`src/rtl/arb_pkg.sv`:
```
package arb_pkg;
  typedef enum logic [1:0] {
    TBL_HOLD   = 2'd0,
    TBL_LOAD   = 2'd1,
    TBL_ROTATE = 2'd2
  } tbl_action_e;
endpackage

```
`src/rtl/arb_prio_table.sv`:
```
module arb_prio_table
  import arb_pkg::*;
#(
  parameter int NUM_PORTS = 8,
  parameter int ID_W      = $clog2(NUM_PORTS)
) (
  input  logic                      clk,
  input  logic                      rst,
  input  logic                      load_en,
  input  logic [NUM_PORTS*ID_W-1:0] load_order,
  input  logic                      rotate_en,
  output logic [NUM_PORTS*ID_W-1:0] order
);
  localparam int TW = NUM_PORTS * ID_W;

  logic [NUM_PORTS-1:0] seen;
  logic                 load_ok;
  tbl_action_e          action;

  // a load is a permutation when every port number shows up at least once
  always_comb begin
    seen = '0;
    for (int k = 0; k < NUM_PORTS; k++) seen[load_order[k*ID_W +: ID_W]] = 1'b1;
    load_ok = &seen;
  end

  always_comb begin
    if (load_en) action = load_ok ? TBL_LOAD : TBL_HOLD;
    else if (rotate_en) action = TBL_ROTATE;
    else action = TBL_HOLD;
  end

  always_ff @(posedge clk) begin
    if (rst) begin
      for (int k = 0; k < NUM_PORTS; k++) order[k*ID_W +: ID_W] <= ID_W'(k);
    end else begin
      case (action)
        TBL_LOAD:   order <= load_order;
        TBL_ROTATE: order <= {order[TW-ID_W-1:0], order[TW-1 -: ID_W]};
        default:    order <= order;
      endcase
    end
  end

  // checker-side view: how many slots hold each port number
  logic [NUM_PORTS-1:0] id_once;
  always_comb begin
    for (int id = 0; id < NUM_PORTS; id++) begin
      int hits;
      hits = 0;
      for (int k = 0; k < NUM_PORTS; k++)
        if (int'(order[k*ID_W +: ID_W]) == id) hits++;
      id_once[id] = (hits == 1);
    end
  end

  AST_TABLE_IS_PERM: assert property (@(posedge clk) disable iff (rst)
    &id_once);
  AST_BAD_LOAD_IGNORED: assert property (@(posedge clk) disable iff (rst)
    load_en && !load_ok |=> $stable(order));
  AST_ROTATE_SHIFT: assert property (@(posedge clk) disable iff (rst)
    rotate_en && !load_en |=> order[ID_W-1:0] == $past(order[TW-1 -: ID_W]));
  AST_LOAD_BEATS_ROTATE: assert property (@(posedge clk) disable iff (rst)
    load_en && rotate_en |=> (order == $past(load_order)) || $stable(order));
endmodule

```
`src/rtl/arb_select.sv`:
```
module arb_select #(
  parameter int NUM_PORTS = 8,
  parameter int NUM_CH    = 2,
  parameter int ID_W      = $clog2(NUM_PORTS)
) (
  input  logic [NUM_PORTS-1:0]      req,
  input  logic [NUM_PORTS*ID_W-1:0] order,
  output logic [NUM_CH-1:0]         win_valid,
  output logic [NUM_CH*ID_W-1:0]    win_port,
  output logic [NUM_PORTS-1:0]      win_mask
);
  // walk the slots from highest priority, handing winners to channels in rank order
  always_comb begin
    int taken;
    logic [ID_W-1:0] p;
    taken     = 0;
    win_valid = '0;
    win_port  = '0;
    win_mask  = '0;
    for (int s = 0; s < NUM_PORTS; s++) begin
      p = order[s*ID_W +: ID_W];
      if (req[p] && taken < NUM_CH) begin
        win_valid[taken]              = 1'b1;
        win_port[taken*ID_W +: ID_W]  = p;
        win_mask[p]                   = 1'b1;
        taken++;
      end
    end
  end
endmodule

```
`src/rtl/arb_rsp_router.sv`:
```
module arb_rsp_router #(
  parameter int NUM_PORTS = 8,
  parameter int NUM_CH    = 2,
  parameter int RSP_W     = 16,
  parameter int ID_W      = $clog2(NUM_PORTS)
) (
  input  logic                       clk,
  input  logic                       rst,
  input  logic [NUM_CH-1:0]          ch_rsp_valid,
  input  logic [NUM_CH*ID_W-1:0]     ch_rsp_port,
  input  logic [NUM_CH*RSP_W-1:0]    ch_rsp_data,
  output logic [NUM_PORTS-1:0]       rsp_valid,
  output logic [NUM_PORTS*RSP_W-1:0] rsp_data
);
  logic [NUM_PORTS-1:0]       v_n;
  logic [NUM_PORTS*RSP_W-1:0] d_n;

  // highest channel first so that a lower channel overwrites on a clash
  always_comb begin
    v_n = '0;
    d_n = rsp_data;
    for (int c = NUM_CH - 1; c >= 0; c--) begin
      if (ch_rsp_valid[c]) begin
        v_n[ch_rsp_port[c*ID_W +: ID_W]] = 1'b1;
        d_n[int'(ch_rsp_port[c*ID_W +: ID_W])*RSP_W +: RSP_W] = ch_rsp_data[c*RSP_W +: RSP_W];
      end
    end
  end

  always_ff @(posedge clk) begin
    if (rst) begin
      rsp_valid <= '0;
      rsp_data  <= '0;
    end else begin
      rsp_valid <= v_n;
      rsp_data  <= d_n;
    end
  end

  AST_RSP_NEEDS_CH: assert property (@(posedge clk) disable iff (rst)
    (rsp_valid != '0) |-> ($past(ch_rsp_valid) != '0));
  AST_RSP_CH0_ROUTED: assert property (@(posedge clk) disable iff (rst)
    ch_rsp_valid[0] |=> rsp_valid[$past(ch_rsp_port[ID_W-1:0])]);
endmodule

```
`src/rtl/prio_channel_arbiter.sv`:
```
module prio_channel_arbiter #(
  parameter int NUM_PORTS = 8,
  parameter int NUM_CH    = 2,
  parameter int PAY_W     = 16,
  parameter int RSP_W     = 16,
  parameter int ID_W      = $clog2(NUM_PORTS)
) (
  input  logic                       clk,
  input  logic                       rst,
  input  logic [NUM_PORTS-1:0]       req_valid,
  input  logic [NUM_PORTS*PAY_W-1:0] req_payload,
  output logic [NUM_PORTS-1:0]       req_grant,
  output logic [NUM_CH-1:0]          ch_valid,
  output logic [NUM_CH*ID_W-1:0]     ch_port,
  output logic [NUM_CH*PAY_W-1:0]    ch_payload,
  input  logic [NUM_CH-1:0]          ch_rsp_valid,
  input  logic [NUM_CH*ID_W-1:0]     ch_rsp_port,
  input  logic [NUM_CH*RSP_W-1:0]    ch_rsp_data,
  output logic [NUM_PORTS-1:0]       rsp_valid,
  output logic [NUM_PORTS*RSP_W-1:0] rsp_data,
  input  logic                       cfg_load,
  input  logic [NUM_PORTS*ID_W-1:0]  cfg_order,
  input  logic                       cfg_rotate,
  output logic [NUM_PORTS*ID_W-1:0]  prio_order
);
  logic [NUM_CH-1:0]       win_valid;
  logic [NUM_CH*ID_W-1:0]  win_port;
  logic [NUM_PORTS-1:0]    win_mask;
  logic [NUM_CH*PAY_W-1:0] win_payload;

  arb_prio_table #(.NUM_PORTS(NUM_PORTS), .ID_W(ID_W)) u_table (
    .clk(clk), .rst(rst), .load_en(cfg_load), .load_order(cfg_order),
    .rotate_en(cfg_rotate), .order(prio_order)
  );

  arb_select #(.NUM_PORTS(NUM_PORTS), .NUM_CH(NUM_CH), .ID_W(ID_W)) u_select (
    .req(req_valid), .order(prio_order), .win_valid(win_valid),
    .win_port(win_port), .win_mask(win_mask)
  );

  generate
    for (genvar c = 0; c < NUM_CH; c++) begin : g_pay
      assign win_payload[c*PAY_W +: PAY_W] =
        req_payload[int'(win_port[c*ID_W +: ID_W])*PAY_W +: PAY_W];
    end
  endgenerate

  always_ff @(posedge clk) begin
    if (rst) begin
      req_grant  <= '0;
      ch_valid   <= '0;
      ch_port    <= '0;
      ch_payload <= '0;
    end else begin
      req_grant  <= win_mask;
      ch_valid   <= win_valid;
      ch_port    <= win_port;
      ch_payload <= win_payload;
    end
  end

  arb_rsp_router #(.NUM_PORTS(NUM_PORTS), .NUM_CH(NUM_CH), .RSP_W(RSP_W), .ID_W(ID_W)) u_rsp (
    .clk(clk), .rst(rst), .ch_rsp_valid(ch_rsp_valid), .ch_rsp_port(ch_rsp_port),
    .ch_rsp_data(ch_rsp_data), .rsp_valid(rsp_valid), .rsp_data(rsp_data)
  );

  AST_GRANT_HAS_REQ: assert property (@(posedge clk) disable iff (rst)
    (req_grant & ~$past(req_valid)) == '0);
  AST_GRANT_LIMIT: assert property (@(posedge clk) disable iff (rst)
    $countones(req_grant) <= NUM_CH);
  AST_CH_MATCH_GRANT: assert property (@(posedge clk) disable iff (rst)
    $countones(ch_valid) == $countones(req_grant));
  AST_CH_NO_GAP: assert property (@(posedge clk) disable iff (rst)
    ((ch_valid + 1'b1) & ch_valid) == '0);
  AST_ALL_CH_BUSY: assert property (@(posedge clk) disable iff (rst)
    !$past(rst) && ($countones($past(req_valid)) >= NUM_CH) |-> &ch_valid);
endmodule

```
`config.mk`:
```
export PLATFORM = sky130hd
export DESIGN_NAME = prio_channel_arbiter
export DESIGN_NICKNAME = d
export VERILOG_FILES = /design/src/rtl/arb_pkg.sv /design/src/rtl/arb_prio_table.sv /design/src/rtl/arb_select.sv /design/src/rtl/arb_rsp_router.sv /design/src/rtl/prio_channel_arbiter.sv
export SDC_FILE = /design/constraint.sdc
export NUM_CORES = 1
export LEC_CHECK = 0
export BUFFER_PORTS_ARGS = -buffer_cell sky130_fd_sc_hd__buf_2
export CAP_MARGIN = 10
export CORE_AREA = 5 5 263 188
export CTS_BUF_LIST = sky130_fd_sc_hd__clkbuf_4 sky130_fd_sc_hd__clkbuf_8 sky130_fd_sc_hd__clkbuf_16
export CTS_CLUSTER_DIAMETER = 50
export CTS_CLUSTER_SIZE = 20
export DETAILED_ROUTE_END_ITERATION = 16
export DIE_AREA = 0 0 268 193
export PLACE_DENSITY_LB_ADDON = 0.2
export SETUP_SLACK_MARGIN = 0.5
export SYNTH_ARGS = -nofsm -noshare
export SYNTH_HDL_FRONTEND = slang
export SYNTH_SLANG_ARGS = --single-unit
```
`constraint.sdc`:
```
create_clock -name clk -period 35.9 [get_ports clk]
set_input_delay 1.795 -clock clk [delete_from_list [all_inputs] [get_ports clk]]
set_output_delay 1.795 -clock clk [all_outputs]
set_load 0.01 [all_outputs]
```
Yosys cells after proc, flatten, opt, wreduce, memory -nomap -nowiden
Cells that the tools add are included.
Widths: inputs -> output; s select.
{ "word_totals": {"regBits": 208, "in_bits": 204, "output_inout_bits": 208, "word_cells": 278} }
{ "op_classes": {"n_addsub": 15, "n_mul": 7, "n_lt_le_gt_ge": 57, "n_eq_ne": 2, "shift": 20, "muxes": 114, "bitwise": 22, "n_reduce_logical": 34} }
{ "ops": {"columns": ["cell", "count"], "rows": [
  ["$lt 32x3->1 const B", 12],
  ["$bwmux 128", 2],
  ["$mux 128", 2],
  ["$shift 16x33->128 const A", 2],
  ["$shiftx 128x8->16", 2],
  ["$shiftx 16x33->128", 2],
  ["$neg 32->33", 7],
  ["$shift 3x33->6 const A", 7],
  ["$shiftx 3x33->6", 7],
  ["$ge 32x1->1 const B", 6],
  ["$mul 32x3->32 const B", 6],
  ["$mux 32", 6],
  ["$add 32x2->32 const B", 5],
  ["$or 8x8->8", 15],
  ["$mux 8", 10],
  ["$lt 3x4->1 const B", 18],
  ["$neg 7->33", 2],
  ["$demux 1 s3", 18],
  ["$ge 3x1->1 const B", 18],
  ["$pmux 24 s2", 1],
  ["$bwmux 6", 7],
  ["$mux 6", 7],
  ["$mux 1", 36],
  ["$logic_and 1x1->1", 32],
  ["14 further kinds", 41]
]} }

Longest topological paths before layout
Gate-level depths: netlist of the first run.
{ "logic_depth": {"word_depth": 27, "ltp_mapped": 60, "depth_no_buf": 53} }

Cells and area by module
Synthesis of the first run repeated with hierarchy kept, for this count alone.
{ "hier_totals": {"cells_unflattened": 2260, "hier_area_um2": 18283.8} }
{ "by_module_without_submodules": {"columns": ["module", "n_inst", "cells_each", "area_per_inst_um2", "seq_area_each_um2"], "rows": [
  ["arb_rsp_router", 1, 906, 7578.5, 2722.6],
  ["arb_select", 1, 771, 5392.7, 0.0],
  ["prio_channel_arbiter", 1, 293, 3149.3, 960.9],
  ["arb_prio_table", 1, 290, 2163.3, 480.5]
]} }

Worst setup path before layout of the first run
No wires, ideal clock.
{ "synth_timing": {"kind": "input -> register", "from": "input req_valid[6]", "to": "register ch_payload[19]", "setup_time_ns": 0.125, "arrival_time_ns": 13.539, "t_required_ns": 35.775, "slack_ns": 22.236, "cell_stages": 54, "path_buffers": 8, "path_cell_list": "clkbuf_1 > mux4_2 > mux2i_1 > inv_1 > ha_1 > a221oi_2 > and3_1 > clkbuf_1 > inv_1 > fa_1 > clkbuf_1 > inv_2 > ha_1 > a2111oi_4 > a31oi_4 > buf_4 > ha_1 > a31oi_1 > [... 18 more ...] > fa_1 > a21o_1 > a21o_1 > nor2_1 > a21o_1 > a22o_1 > nand2_1 > nor2_1 > ha_1 > or3b_2 > mux2i_2 > nand4_4 > mux2_1 > buf_2 > buf_2 > a221o_1 > nand3b_1 > nand4_1"} }
{ "synth_via": {"elab_chain_cells": 27, "elab_cells_between_ends": 86, "cone_classes": "add/sub (13); mul (7); order compare (7); shift (15); mux (37); reduce/logical (7)"} }
{ "synth_rtl": {"columns": ["item", "line", "text"], "rows": [
  ["from (decl)", "prio_channel_arbiter.sv:10", "input logic [NUM_PORTS-1:0] req_valid,"],
  ["$bmux 1 s3", "arb_select.sv:22", "if (req[p] && taken < NUM_CH) begin"],
  ["$mux 1 (not written as such)", "arb_select.sv:22", null],
  ["$mux 1", "arb_select.sv:22", null],
  ["$lt 1x2->1", "arb_select.sv:22", null],
  ["$logic_and 1x1->1", "arb_select.sv:22", null],
  ["$mux 32", "arb_select.sv:22", null],
  ["$lt 32x3->1", "arb_select.sv:22", null],
  ["$logic_and 1x1->1", "arb_select.sv:22", null],
  ["[... 11 more ...]", null, null],
  ["$logic_and 1x1->1", "arb_select.sv:22", null],
  ["$mux 32", "arb_select.sv:22", null],
  ["$mul 32x3->32", "arb_select.sv:24", "win_port[taken*ID_W +: ID_W] = p;"],
  ["$neg 32->33", "arb_select.sv:24", null],
  ["$shiftx 3x33->6 / $shift 3x33->6 (equally long branches)", "arb_select.sv:24", null],
  ["$bwmux 6", "arb_select.sv:24", null],
  ["$mux 6 (*)", "arb_select.sv:22", null],
  ["$shiftx 128x8->16 (*)", "prio_channel_arbiter.sv:44", "req_payload[int'(win_port[c*ID_W +: ID_W])*PAY_W +: PAY_W];"],
  ["to (signal assigned)", "prio_channel_arbiter.sv:58", "ch_payload <= win_payload;"],
  ["to (decl)", "prio_channel_arbiter.sv:15", "output logic [NUM_CH*PAY_W-1:0] ch_payload,"]
]} }
Mark *: on every way between the ends. The rest lies on a longest branch, timed or not. The select of a mux whose other input is x is not followed.
A chain may end at the register's enable or synchronous reset.

Worst setup path after layout of the first run
{ "layout_timing": {"from": "input req_valid[6]", "to": "register ch_payload[14]"} }
Same word-level chain as after synthesis.

==> Implementation_results.wiki, run 1 <==
{| class="wikitable"
! Metric !! Value
|-
| Critical path data required time || 36360 ps
|-
| Commonest non-fill, non-tap cell in the layout || sky130_fd_sc_hd__buf_2
|-
| Number of clock sinks || 208
|-
| Clock tree from TritonCTS || built
|-
| Post-synthesis async set-or-reset flop share || 0
|-
| Crit path largest cell delay || 860 ps
|-
| Initial antenna violation count || 8
|-
| CP Max Fanout || 49
|-
| Slowest cell on crit path || sky130_fd_sc_hd__fa_1
|-
| Count of unique library cells instantiated by Yosys || 101
|-
| Slew headroom || 0.1494
|-
| Final Slew Violations || 0
|-
| Kind of critical path || input pin to flip-flop
|-
| Post-synthesis mux area share || 0.1549
|-
| Total track usage || 0.2764
|-
| Number of remaining DRC errors || 0
|-
| Total negative setup slack || 0 ps
|-
| Combinational family with the most area after synthesis || compound AO/OA/AOI/OAI gates
|-
| Post-cts repair resize count || 0
|-
| Total wirelength of the detailed-routed design || 77.19 mm
|-
| Critical Path AT || 16630 ps
|-
| Detail Placement HPWL || 54.83 mm
|-
| Average footprint of a synthesized cell || 7.680 um2
|-
| RSZ-0062 raised after global routing || no
|-
| Number of buffers inserted by hold repair at cts || 0
|-
| Cts bufs inserted || 28
|-
| Synthesized-area fraction occupied by ao, oa, aoi and oai cells || 0.2645
|-
| Sum of overflow across all layers after global routing || 0
|-
| Most frequent cells in the layout || sky130_fd_sc_hd__buf_2, sky130_fd_sc_hd__a21oi_1, sky130_fd_sc_hd__mux2i_1
|-
| Fraction of final layout cells with drive strength greater than 1 || 0.2190
|-
| Post-layout nets || 2894
|-
| Highest attainable clock frequency || 61.82 MHz
|-
| Flip-flop and latch count after synthesis || 208
|-
| Transition at the pin with the smallest max-transition slack || 1276 ps
|-
| Max clock buf depth || 3
|-
| GPL Wtd Cong || 0.9722
|-
| IO Pins || 412
|-
| H-tree levels || 1
|-
| First drt pass iteration count || 7
|-
| Run status || complete, no violations
|-
| Crit path time final || 16180 ps
|-
| Portion of the clock cycle consumed by the worst path in the final layout || 0.4506
|-
| Starting utilization of the core area || 0.3910
|-
| Yosys synthesis warning count || 0
|-
| Synthesized-area fraction occupied by adder cells || 0.05235
|-
| CP most frequent cell || sky130_fd_sc_hd__ha_1
|-
| Cell taking the most area after synthesis || sky130_fd_sc_hd__dfxtp_1
|-
| First-pass GRT wire length || 114.9 mm
|-
| Clock root cell || sky130_fd_sc_hd__clkbuf_16
|-
| Area growth from synthesis to layout || 17.40%
|-
| Latest clock arrival within the worst-skew pair || 590 ps
|-
| Final setup fails || 0
|-
| Largest net degree at the start of global routing || 105
|-
| Routed wirelength normalized by instance count || 23.63 um
|-
| Chip width || 268 um
|-
| Final hold violations || 0
|-
| Post-Synth XOR/XNOR Area || 0.02290
|-
| Sequential fraction of the synthesis area || 0.2268
|-
| Filler Cells Inserted || 4691
|-
| Clock Skews || 23.09 ps
|-
| Total area of sequential cells || 4164 um2
|-
| Simple logic cell fraction of the synthesized area || 0.2094
|-
| Cells after Synth || 2390
|-
| Die area || 51720 um2
|-
| Via count of the first global-routing pass || 18877
|-
| First DRT Iteration DRCs || 2083
|-
| Area share of the largest cell type after synthesis || 0.2268
|-
| Post-CTS setup-driven buffer insertion count || 0
|-
| Number of max-capacitance violations reported || 0
|-
| Routed via count divided by cell count || 6.275
|-
| Total number of placement rows || 67
|-
| Main area contributors after synthesis || sky130_fd_sc_hd__dfxtp_1, sky130_fd_sc_hd__mux2i_1, sky130_fd_sc_hd__a21oi_1, sky130_fd_sc_hd__ha_1, sky130_fd_sc_hd__a211oi_1
|-
| Kind of end point of the critical path || flip-flop
|-
| Final antenna-violating net count || 0
|-
| Worst min-delay path class || flip-flop to flip-flop
|-
| # port buffers || 411
|-
| Total number of vias || 20499
|-
| Post-synth top flop || sky130_fd_sc_hd__dfxtp_1
|-
| Post-synth design cell area || 18360 um2
|-
| Clock transition at the registers of the reported paths || 80 ps
|-
| Area of combinational cells with multiple inputs || 13030 um2
|-
| Count of flip-flops with a built-in enable after synthesis || 0
|-
| Critical Path Start Type || input pin
|-
| Area inside the core boundary || 46950 um2
|-
| Die Span Y || 193 um
|}
==> path summary, 6_finish.rpt <==
| check | slack, ps | to | cells after the start | startpoint |
|---|---|---|---|---|
| worst max-delay path | 19720 | ch_payload[14] | 53 | req_valid[6] |
| worst min-delay path | 480 | u_rsp.rsp_data[82] | 2 | u_rsp.rsp_data[82] |
| worst max register to register | 20480 | ch_payload[14] | 52 | u_table.order[2] |
| worst min register to register | 480 | u_rsp.rsp_data[82] | 2 | u_rsp.rsp_data[82] |
==> cells by family (layout without fill, tap and decap cells) <==
logic type / Yosys count / in the layout
multiplexers: 268 / 268
XOR/XNOR: 41 / 41
buffers and inverters: 311 / 558
AO/OA/AOI/OAI: 701 / 701
adder cells (fa/ha/maj): 74 / 74
flip-flops: 208 / 208
other: 1 / 10
AND/OR/NAND/NOR: 786 / 786
==> per-stage QoR <==
step	hold WS [ps]	utilization	setup WS (ps)	cell area, um2	cells
2_1_floorplan	502.4	-	22240	18360	2392
3_3_place_gp	466.0	0.4371	20230	20520	3208
3_5_place_dp	469.6	0.4371	19510	20520	3208
4_1_cts	482.9	0.4587	20090	21530	3260
5_1_grt	509.0	0.4588	18790	21540	3263
6_report	483.9	0.4591	19720	21550	3267
==> sequential cells by signal (all words and copies together), names as in the netlist <==
signal,flops
u_table.order,24
ch_valid,2
ch_payload,32
ch_port,6
u_rsp.rsp_data,128
req_grant,8
u_rsp.rsp_valid,8
==> cell type report <==
type                       count  area share
multi-input combinational   1873      0.6047
sequential                   208      0.1932
timing repair buffer         445      0.1076
tap                          621     0.03605
clock buffer                  28     0.03251
clock inverter                24     0.01451
inverter                      61     0.01062
antenna                        7   0.0008128
==> synth_stat cells (5+ instances only) <==
library cell / n
sky130_fd_sc_hd__o22ai_1: 11
sky130_fd_sc_hd__a21oi_1: 272
sky130_fd_sc_hd__buf_4: 10
sky130_fd_sc_hd__nor3_1: 36
sky130_fd_sc_hd__o32ai_1: 5
sky130_fd_sc_hd__a2111oi_0: 5
sky130_fd_sc_hd__o21ai_0: 43
sky130_fd_sc_hd__or2_2: 6
sky130_fd_sc_hd__a311oi_1: 40
sky130_fd_sc_hd__o21a_1: 5
sky130_fd_sc_hd__and2_1: 10
sky130_fd_sc_hd__xnor2_1: 19
sky130_fd_sc_hd__dfxtp_1: 208
sky130_fd_sc_hd__and3_1: 12
sky130_fd_sc_hd__o211ai_1: 11
sky130_fd_sc_hd__nand4_1: 37
sky130_fd_sc_hd__mux2i_1: 244
sky130_fd_sc_hd__nor4_1: 17
sky130_fd_sc_hd__nor3b_1: 22
sky130_fd_sc_hd__a22oi_1: 10
sky130_fd_sc_hd__a22o_1: 21
sky130_fd_sc_hd__clkbuf_2: 10
sky130_fd_sc_hd__a221o_1: 65
sky130_fd_sc_hd__nand2_1: 207
sky130_fd_sc_hd__nor2b_1: 17
sky130_fd_sc_hd__xor2_1: 17
sky130_fd_sc_hd__a21o_1: 14
sky130_fd_sc_hd__or3_1: 8
sky130_fd_sc_hd__mux4_2: 11
sky130_fd_sc_hd__o31ai_1: 6
sky130_fd_sc_hd__clkbuf_1: 161
sky130_fd_sc_hd__a211oi_1: 108
sky130_fd_sc_hd__inv_1: 52
sky130_fd_sc_hd__inv_2: 8
sky130_fd_sc_hd__nand3_1: 121
sky130_fd_sc_hd__buf_1: 31
sky130_fd_sc_hd__nor2_1: 209
sky130_fd_sc_hd__buf_2: 38
sky130_fd_sc_hd__ha_1: 68
sky130_fd_sc_hd__mux2_2: 9
sky130_fd_sc_hd__nand2b_1: 18
sky130_fd_sc_hd__nand3b_1: 38
sky130_fd_sc_hd__fa_1: 5
sky130_fd_sc_hd__a31oi_1: 28
==> per-layer routing <==
| layer | GRT usage | vias up | wire length, um |
|---|---|---|---|
| li1 | - | 9388 | - |
| met1 | 0.4153 | 9839 | 35170 |
| met2 | 0.4014 | 1114 | 32080 |
| met3 | 0.05899 | 152 | 7766 |
| met4 | 0.06993 | 6 | 2118 |
| met5 | 0 | - | 50 |
==> worst max-delay path: cells and delay by family <==
family,cells,cell delay (ps)
AO/OA/AOI/OAI,18,4780
adder cells (fa/ha/maj),9,3090
multiplexers,5,2300
AND/OR/NAND/NOR,11,2250
buffers and inverters,9,2000
XOR/XNOR,1,380
Power of run 1 is not shown: default switching activity piles up to over one toggle a cycle in this logic, so the estimate is an artifact.
==> run 2: changes to the inputs <==
==> constraint.sdc (replaced) <==
create_clock -name clk -period 12.95 [get_ports clk]
set_input_delay 0.6475 -clock clk [delete_from_list [all_inputs] [get_ports clk]]
set_output_delay 0.6475 -clock clk [all_outputs]
set_load 0.01 [all_outputs]
==> run 2 against run 1 <==
  * Clock skew rose by 19 ps
  * Clock-buffer cell count rose by 3
  * Register-to-register slack got worse by 19000 ps
  * First-iteration DRC count increased by 12%
  * Global-route usage grew 0.32 points
  * Routed wire length increased by 2.1%
==> Implementation_results.wiki, run 2 (synthesis gave the netlist of run 1 again) <==
{| class="wikitable"
! Metric !! Value
|-
| Crit path largest cell delay || 580 ps (-280 ps)
|-
| Chip width || 268 um (unchanged)
|-
| Minimum setup slack in the final design || 1169 ps (-18560 ps)
|-
| RSZ-0062 raised after global routing || no
|-
| Slew headroom || 0.1526 (+0.003259)
|-
| Starting utilization of the core area || 0.3910 (unchanged)
|-
| First-pass GRT wire length || 116.1 mm (+1.0%)
|-
| Min-Delay Path Depth || 3 (+1)
|-
| Number of clock sinks || 208 (unchanged)
|-
| CP most frequent cell || sky130_fd_sc_hd__ha_1
|-
| Crit path time final || 11780 ps
|-
| Latest clock arrival within the worst-skew pair || 590 ps (about the same)
|-
| Total number of placement rows || 67 (unchanged)
|-
| Placed cell area || 20730 um2 (+1.0%)
|-
| Number of max-capacitance violations reported || 0 (unchanged)
|-
| Max clock buf depth || 3 (unchanged)
|-
| Detail Placement HPWL || 56.44 mm (+2.9%)
|-
| Top Registers || u_rsp.rsp_data x128, ch_payload x32, u_table.order x24
|-
| Fin area || 21850 um2 (+1.4%)
|-
| Via count of the first global-routing pass || 18895 (+0.095%)
|-
| Area inside the core boundary || 46950 um2 (unchanged)
|-
| H-tree levels || 1 (unchanged)
|-
| Cell depth of the worst flop-to-flop path || 51 (-1.9%)
|-
| Reg-to-reg setup timing slack || 1170 ps (-19310 ps)
|-
| Initial antenna violation count || 6 (-2)
|-
| Run status || complete, no violations
|-
| Total wirelength of the detailed-routed design || 78.82 mm (+2.1%)
|-
| Post-layout nets || 2921 (+0.93%)
|-
| Hold endpoint || u_rsp.rsp_valid[7]
|-
| First DRT Iteration DRCs || 2330 (+12%)
|-
| Slowest cell on crit path || sky130_fd_sc_hd__mux4_2
|-
| Cts bufs inserted || 28 (unchanged)
|-
| Sum of overflow across all layers after global routing || 0 (unchanged)
|-
| Transition at the pin with the smallest max-transition slack || 1271 ps (-4.888 ps)
|-
| Commonest non-fill, non-tap cell in the layout || sky130_fd_sc_hd__buf_2
|-
| IO Pins || 412 (unchanged)
|-
| Setup slack at placement || 396.5 ps (-19120 ps)
|-
| Kind of critical path || flip-flop to flip-flop
|-
| Clock transition at the registers of the reported paths || 70 ps (about the same)
|-
| CP Max Fanout || 64 (+31%)
|-
| Worst min-delay path class || input pin to flip-flop
|-
| Register bank with the most flops || u_rsp.rsp_data
|-
| Hold Startpoint || ch_rsp_port[2]
|-
| Number of remaining DRC errors || 0 (unchanged)
|-
| Clock tree from TritonCTS || built
|-
| Highest attainable clock frequency || 84.89 MHz
|-
| Die Span Y || 193 um (unchanged)
|-
| Clock Skews || 42.38 ps (+19.29 ps)
|-
| Final antenna-violating net count || 0 (unchanged)
|-
| Die area || 51720 um2 (unchanged)
|-
| GPL Wtd Cong || 0.9585 (-1.4%)
|-
| # port buffers || 411 (unchanged)
|-
| Largest net degree at the start of global routing || 79 (-25%)
|-
| Number of flip-flops in the largest register || 128 (unchanged)
|-
| Portion of the clock cycle consumed by the worst path in the final layout || 0.9097
|-
| Critical path data required time || 13380 ps (-22980 ps)
|-
| Area growth from synthesis to layout || 19.01%
|-
| Total track usage || 0.2797 (+0.003246)
|-
| Worst reg2reg endpoint || ch_payload[24]
|-
| Clock root cell || sky130_fd_sc_hd__clkbuf_16
|-
| Final Slew Violations || 0 (unchanged)
|-
| Critical Path AT || 12210 ps (-4420 ps)
|-
| Critical Path Start Type || flip-flop
|-
| Final hold violations || 0 (unchanged)
|-
| Total number of vias || 20642 (+0.70%)
|-
| Total negative setup slack || 0 ps (unchanged)
|-
| Routed via count divided by cell count || 6.274 (about the same)
|-
| Kind of end point of the critical path || flip-flop
|-
| Reg2Reg Launch Point || u_table.order[1]
|-
| Most frequent cells in the layout || sky130_fd_sc_hd__buf_2, sky130_fd_sc_hd__a21oi_1, sky130_fd_sc_hd__mux2i_1
|-
| First drt pass iteration count || 6 (-1)
|-
| Routed wirelength normalized by instance count || 23.96 um (+1.4%)
|-
| Fraction of final layout cells with drive strength greater than 1 || 0.2299 (+0.01091)
|-
| Final setup fails || 0 (unchanged)
|}
==> run 2: cell types whose count changed in the layout (fill, tap and decap cells not counted), sizes merged <==
| cell | before | now |
|---|---|---|
| buf | 445 | 472 |
| clkbuf | 28 | 31 |
| clkinv | 13 | 8 |
| clkinvlp | 5 | 2 |
| diode | 7 | 3 |
| inv | 66 | 71 |
==> run 2: what timing repair did <==
item                       4_1_cts  5_1_grt
hold endpoints to repair         0        0
setup endpoints to repair        0       34
hold buffers                     0        0
resized for setup                0       11
buffers inserted                 0        7
==> run 2: metrics by stage <==
stage / utilization / hold WS, ps / cells
3_5_place_dp: 0.4416 / 472.3 / 3227
5_1_grt: 0.4654 / 382.9 / 3290
3_3_place_gp: 0.4416 / 468.4 / 3227
2_1_floorplan: - / 502.4 / 2392
4_1_cts: 0.4628 / 374.0 / 3279
6_report: 0.4654 / 397.1 / 3290
==> run 2: how the worst max path moves through the flow <==
stage | cells past startpoint | slack, ps | start | to
final | 51 | 1170 | u_table.order[1] | ch_payload[24]
after global routing | 51 | 520 | u_table.order[1] | ch_payload[28]
after CTS | 51 | 600 | u_table.order[1] | ch_payload[28]
after detailed placement | 52 | 400 | req_valid[7] | ch_payload[28]
after global placement | 52 | 810 | req_valid[7] | ch_payload[29]
after floorplan | 54 | 560 | req_valid[7] | ch_payload[19]
==> run 2: cell type report <==
cell class / count / area, um2
multi-input combinational: 1873 / 13060
clock inverter: 21 / 254.0
fill: 4690 / 25100
tap: 621 / 777.0
inverter: 61 / 229.0
sequential: 208 / 4167
antenna: 3 / 7.507
clock buffer: 31 / 742.0
timing repair buffer: 472 / 2609
==> run 2: critical path: cells and delay by family (launching register included) <==
family / cells / cell delay [ps]
flops: 1 / 460
simple gates: 14 / 2810
buf+inv: 9 / 1290
mux: 4 / 1230
compound gates: 14 / 2870
xor+xnor: 1 / 240
fa+ha+maj: 9 / 2660
==> run 2: layer usage <==
metal	vias to the layer above	global-route usage	part of all wire
met3	146	0.05632	0.10
met1	9950	0.4171	0.45
met4	6	0.07267	0.031
met2	1131	0.4115	0.42
met5	-	0	0.00052
li1	9409	-	-
Power of run 2 is left out for the same reason.
==> run 3: changes to the inputs <==
--- a/config.mk
+++ b/config.mk
@@ -14,6 +14,7 @@
 export DETAILED_ROUTE_END_ITERATION = 16
 export DIE_AREA = 0 0 268 193
 export PLACE_DENSITY_LB_ADDON = 0.2
+export RECOVER_POWER = 25
 export SETUP_SLACK_MARGIN = 0.5
 export SYNTH_ARGS = -nofsm -noshare
 export SYNTH_HDL_FRONTEND = slang
==> run 3 against run 2 <==
  * The flow now finishes with violations (capacitance limit, slew limit)
  * Largest cell class unchanged
  * Worst hold slack better by 7.3 ps
  * Flip-flop and latch count did not move
  * Die area stayed put
  * Routed wire length decreased by 0.24%
  * Clock skew is 1.5 ps lower
  * Register-to-register slack is essentially flat
  * Sequential share of layout area increased by 0.12 points
  * Critical path depth did not move
  * Clock-buffer cell count stayed put
  * Via count fell by 0.29%
  * Worst setup slack better by 2.3 ps
  * Maximum frequency hardly changed
==> Implementation_results.wiki, run 3 (synthesis gave the netlist of run 1 again) <==
{| class="wikitable"
! Metric !! Value
|-
| Final antenna-violating net count || 0 (unchanged)
|-
| Run status || complete, but fails checks
|-
| Detail Placement HPWL || 56.44 mm (unchanged)
|-
| # port buffers || 411 (unchanged)
|-
| CP most frequent cell || sky130_fd_sc_hd__ha_1
|-
| Total track usage || 0.2797 (unchanged)
|-
| Worst min-delay path class || input pin to flip-flop
|-
| Starting utilization of the core area || 0.3910 (unchanged)
|-
| Highest attainable clock frequency || 84.90 MHz (about the same)
|-
| Routed via count divided by cell count || 6.254 (-0.32%)
|-
| Area growth from synthesis to layout || 18.29%
|-
| IO Pins || 412 (unchanged)
|-
| H-tree levels || 1 (unchanged)
|-
| Die Span Y || 193 um (unchanged)
|-
| Post-layout nets || 2921 (unchanged)
|-
| Total negative setup slack || 0 ps (unchanged)
|-
| Latest clock arrival within the worst-skew pair || 590 ps (about the same)
|-
| Clock transition at the registers of the reported paths || 70 ps (about the same)
|-
| Cts bufs inserted || 28 (unchanged)
|-
| Initial antenna violation count || 6 (unchanged)
|-
| Critical Path AT || 12210 ps (about the same)
|-
| Die area || 51720 um2 (unchanged)
|-
| Hold Startpoint || ch_rsp_port[2]
|-
| RSZ-0062 raised after global routing || no
|-
| CP Max Fanout || 64 (unchanged)
|-
| First DRT Iteration DRCs || 2287 (-1.8%)
|-
| Kind of end point of the critical path || flip-flop
|-
| Commonest non-fill, non-tap cell in the layout || sky130_fd_sc_hd__buf_2
|-
| Register bank with the most flops || u_rsp.rsp_data
|-
| Crit path largest cell delay || 580 ps (about the same)
|-
| Clock Skews || 40.85 ps (-1.524 ps)
|-
| Critical Path Start Type || flip-flop
|-
| Reg2Reg Launch Point || u_table.order[1]
|-
| GPL Wtd Cong || 0.9585 (unchanged)
|-
| Final setup fails || 0 (unchanged)
|-
| Portion of the clock cycle consumed by the worst path in the final layout || 0.9095 (about the same)
|-
| Transition at the pin with the smallest max-transition slack || 3523 ps (+2252 ps)
|-
| Final Slew Violations || 124 (+124)
|-
| Max clock buf depth || 3 (unchanged)
|-
| Slew headroom || -1.349 (-1.501)
|-
| Most frequent cells in the layout || sky130_fd_sc_hd__buf_2, sky130_fd_sc_hd__a21oi_1, sky130_fd_sc_hd__mux2i_1
|-
| Number of buffers inserted by hold repair at cts || 0 (unchanged)
|-
| Total wirelength of the detailed-routed design || 78.63 mm (-0.24%)
|-
| Kind of critical path || flip-flop to flip-flop
|-
| Number of max-capacitance violations reported || 2 (+2)
|-
| Routed wirelength normalized by instance count || 23.89 um (-0.27%)
|-
| Launch point of the worst path || u_table.order[1]
|-
| Final hold violations || 0 (unchanged)
|-
| Total number of vias || 20582 (-0.29%)
|-
| Chip width || 268 um (unchanged)
|-
| Total number of placement rows || 67 (unchanged)
|-
| Number of remaining DRC errors || 0 (unchanged)
|-
| Number of clock sinks || 208 (unchanged)
|-
| Clock root cell || sky130_fd_sc_hd__clkbuf_16
|-
| Top Registers || u_rsp.rsp_data x128, ch_payload x32, u_table.order x24
|-
| Failing checks || capacitance limit, slew limit
|-
| Largest net degree at the start of global routing || 79 (unchanged)
|-
| Slowest cell on crit path || sky130_fd_sc_hd__mux4_2
|-
| Fraction of final layout cells with drive strength greater than 1 || 0.1924 (-0.03751)
|-
| Number of flip-flops in the largest register || 128 (unchanged)
|-
| Crit path time final || 11780 ps (-2.340 ps)
|-
| Area inside the core boundary || 46950 um2 (unchanged)
|-
| Clock tree from TritonCTS || built
|-
| First drt pass iteration count || 8 (+2)
|-
| First-pass GRT wire length || 116.1 mm (unchanged)
|-
| Critical path data required time || 13380 ps (about the same)
|-
| Via count of the first global-routing pass || 18895 (unchanged)
|-
| Sum of overflow across all layers after global routing || 0 (unchanged)
|}
## run 3: changes by cell type in the layout (fill, tap and decap cells not counted)
| cell | previous run | this run |
|---|---|---|
| sky130_fd_sc_hd__clkbuf_1 | 0 | 100 |
| sky130_fd_sc_hd__diode_2 | 3 | 4 |
| sky130_fd_sc_hd__buf_6 | 1 | 0 |
| sky130_fd_sc_hd__buf_2 | 410 | 312 |
| sky130_fd_sc_hd__buf_4 | 54 | 53 |
## run 3: cell type report
type                    instances  area [um2]
fillers                      4750       25230
multi-input cells            1873       13060
diodes                          4       10.01
inverters                      61       229.0
repair buffers                472        2475
flip-flops and latches        208        4167
clock buffers                  31       742.0
well taps                     621       777.0
clock inverters                21       254.0
## run 3: what timing repair did
action,in CTS,in global routing
resized for setup,0,11
setup buffers,0,7
setup endpoints to repair,0,34
## run 3: final timing paths
kind	end	slack, ps	depth (start not counted)
setup reg to reg	ch_payload[26]	1170	51
hold reg to reg	u_rsp.rsp_data[100]	480	2
setup / recovery	ch_payload[26]	1170	51
hold / removal	u_rsp.rsp_valid[7]	400	3
## run 3: critical path, delay by kind of cell (launching register included)
kind	cells	cell delay, ps
DFF	1	460
adders and majority gates	9	2670
muxes	4	1220
xor gates and xnor gates	1	240
buffers and inverters	9	1300
and+or+nand+nor	14	2790
AOI/OAI and AO/OA	14	2870
## run 3: metrics by stage
| stage | utilization | hold WS [ps] | instance area [um2] | worst slack, ps | cells |
|---|---|---|---|---|---|
| after CTS | 0.4628 | 374.0 | 21720 | 598.7 | 3279 |
| after global routing | 0.4625 | 382.9 | 21710 | 512.3 | 3290 |
| after floorplan | - | 502.4 | 18370 | 556.6 | 2392 |
| final | 0.4626 | 404.3 | 21710 | 1172 | 3291 |
| after detailed placement | 0.4416 | 472.3 | 20730 | 396.5 | 3227 |
| after global placement | 0.4416 | 468.4 | 20730 | 814.4 | 3227 |
## run 3: per-layer routing
metal  vias up  global-route usage  wire, um
met5         -                   0        41
met4         6             0.07267      2438
met3       147             0.05632      7541
met2      1098              0.4115     33000
met1      9907              0.4171     35610
li1       9424                   -         -
Power of run 3 is left out for the same reason.
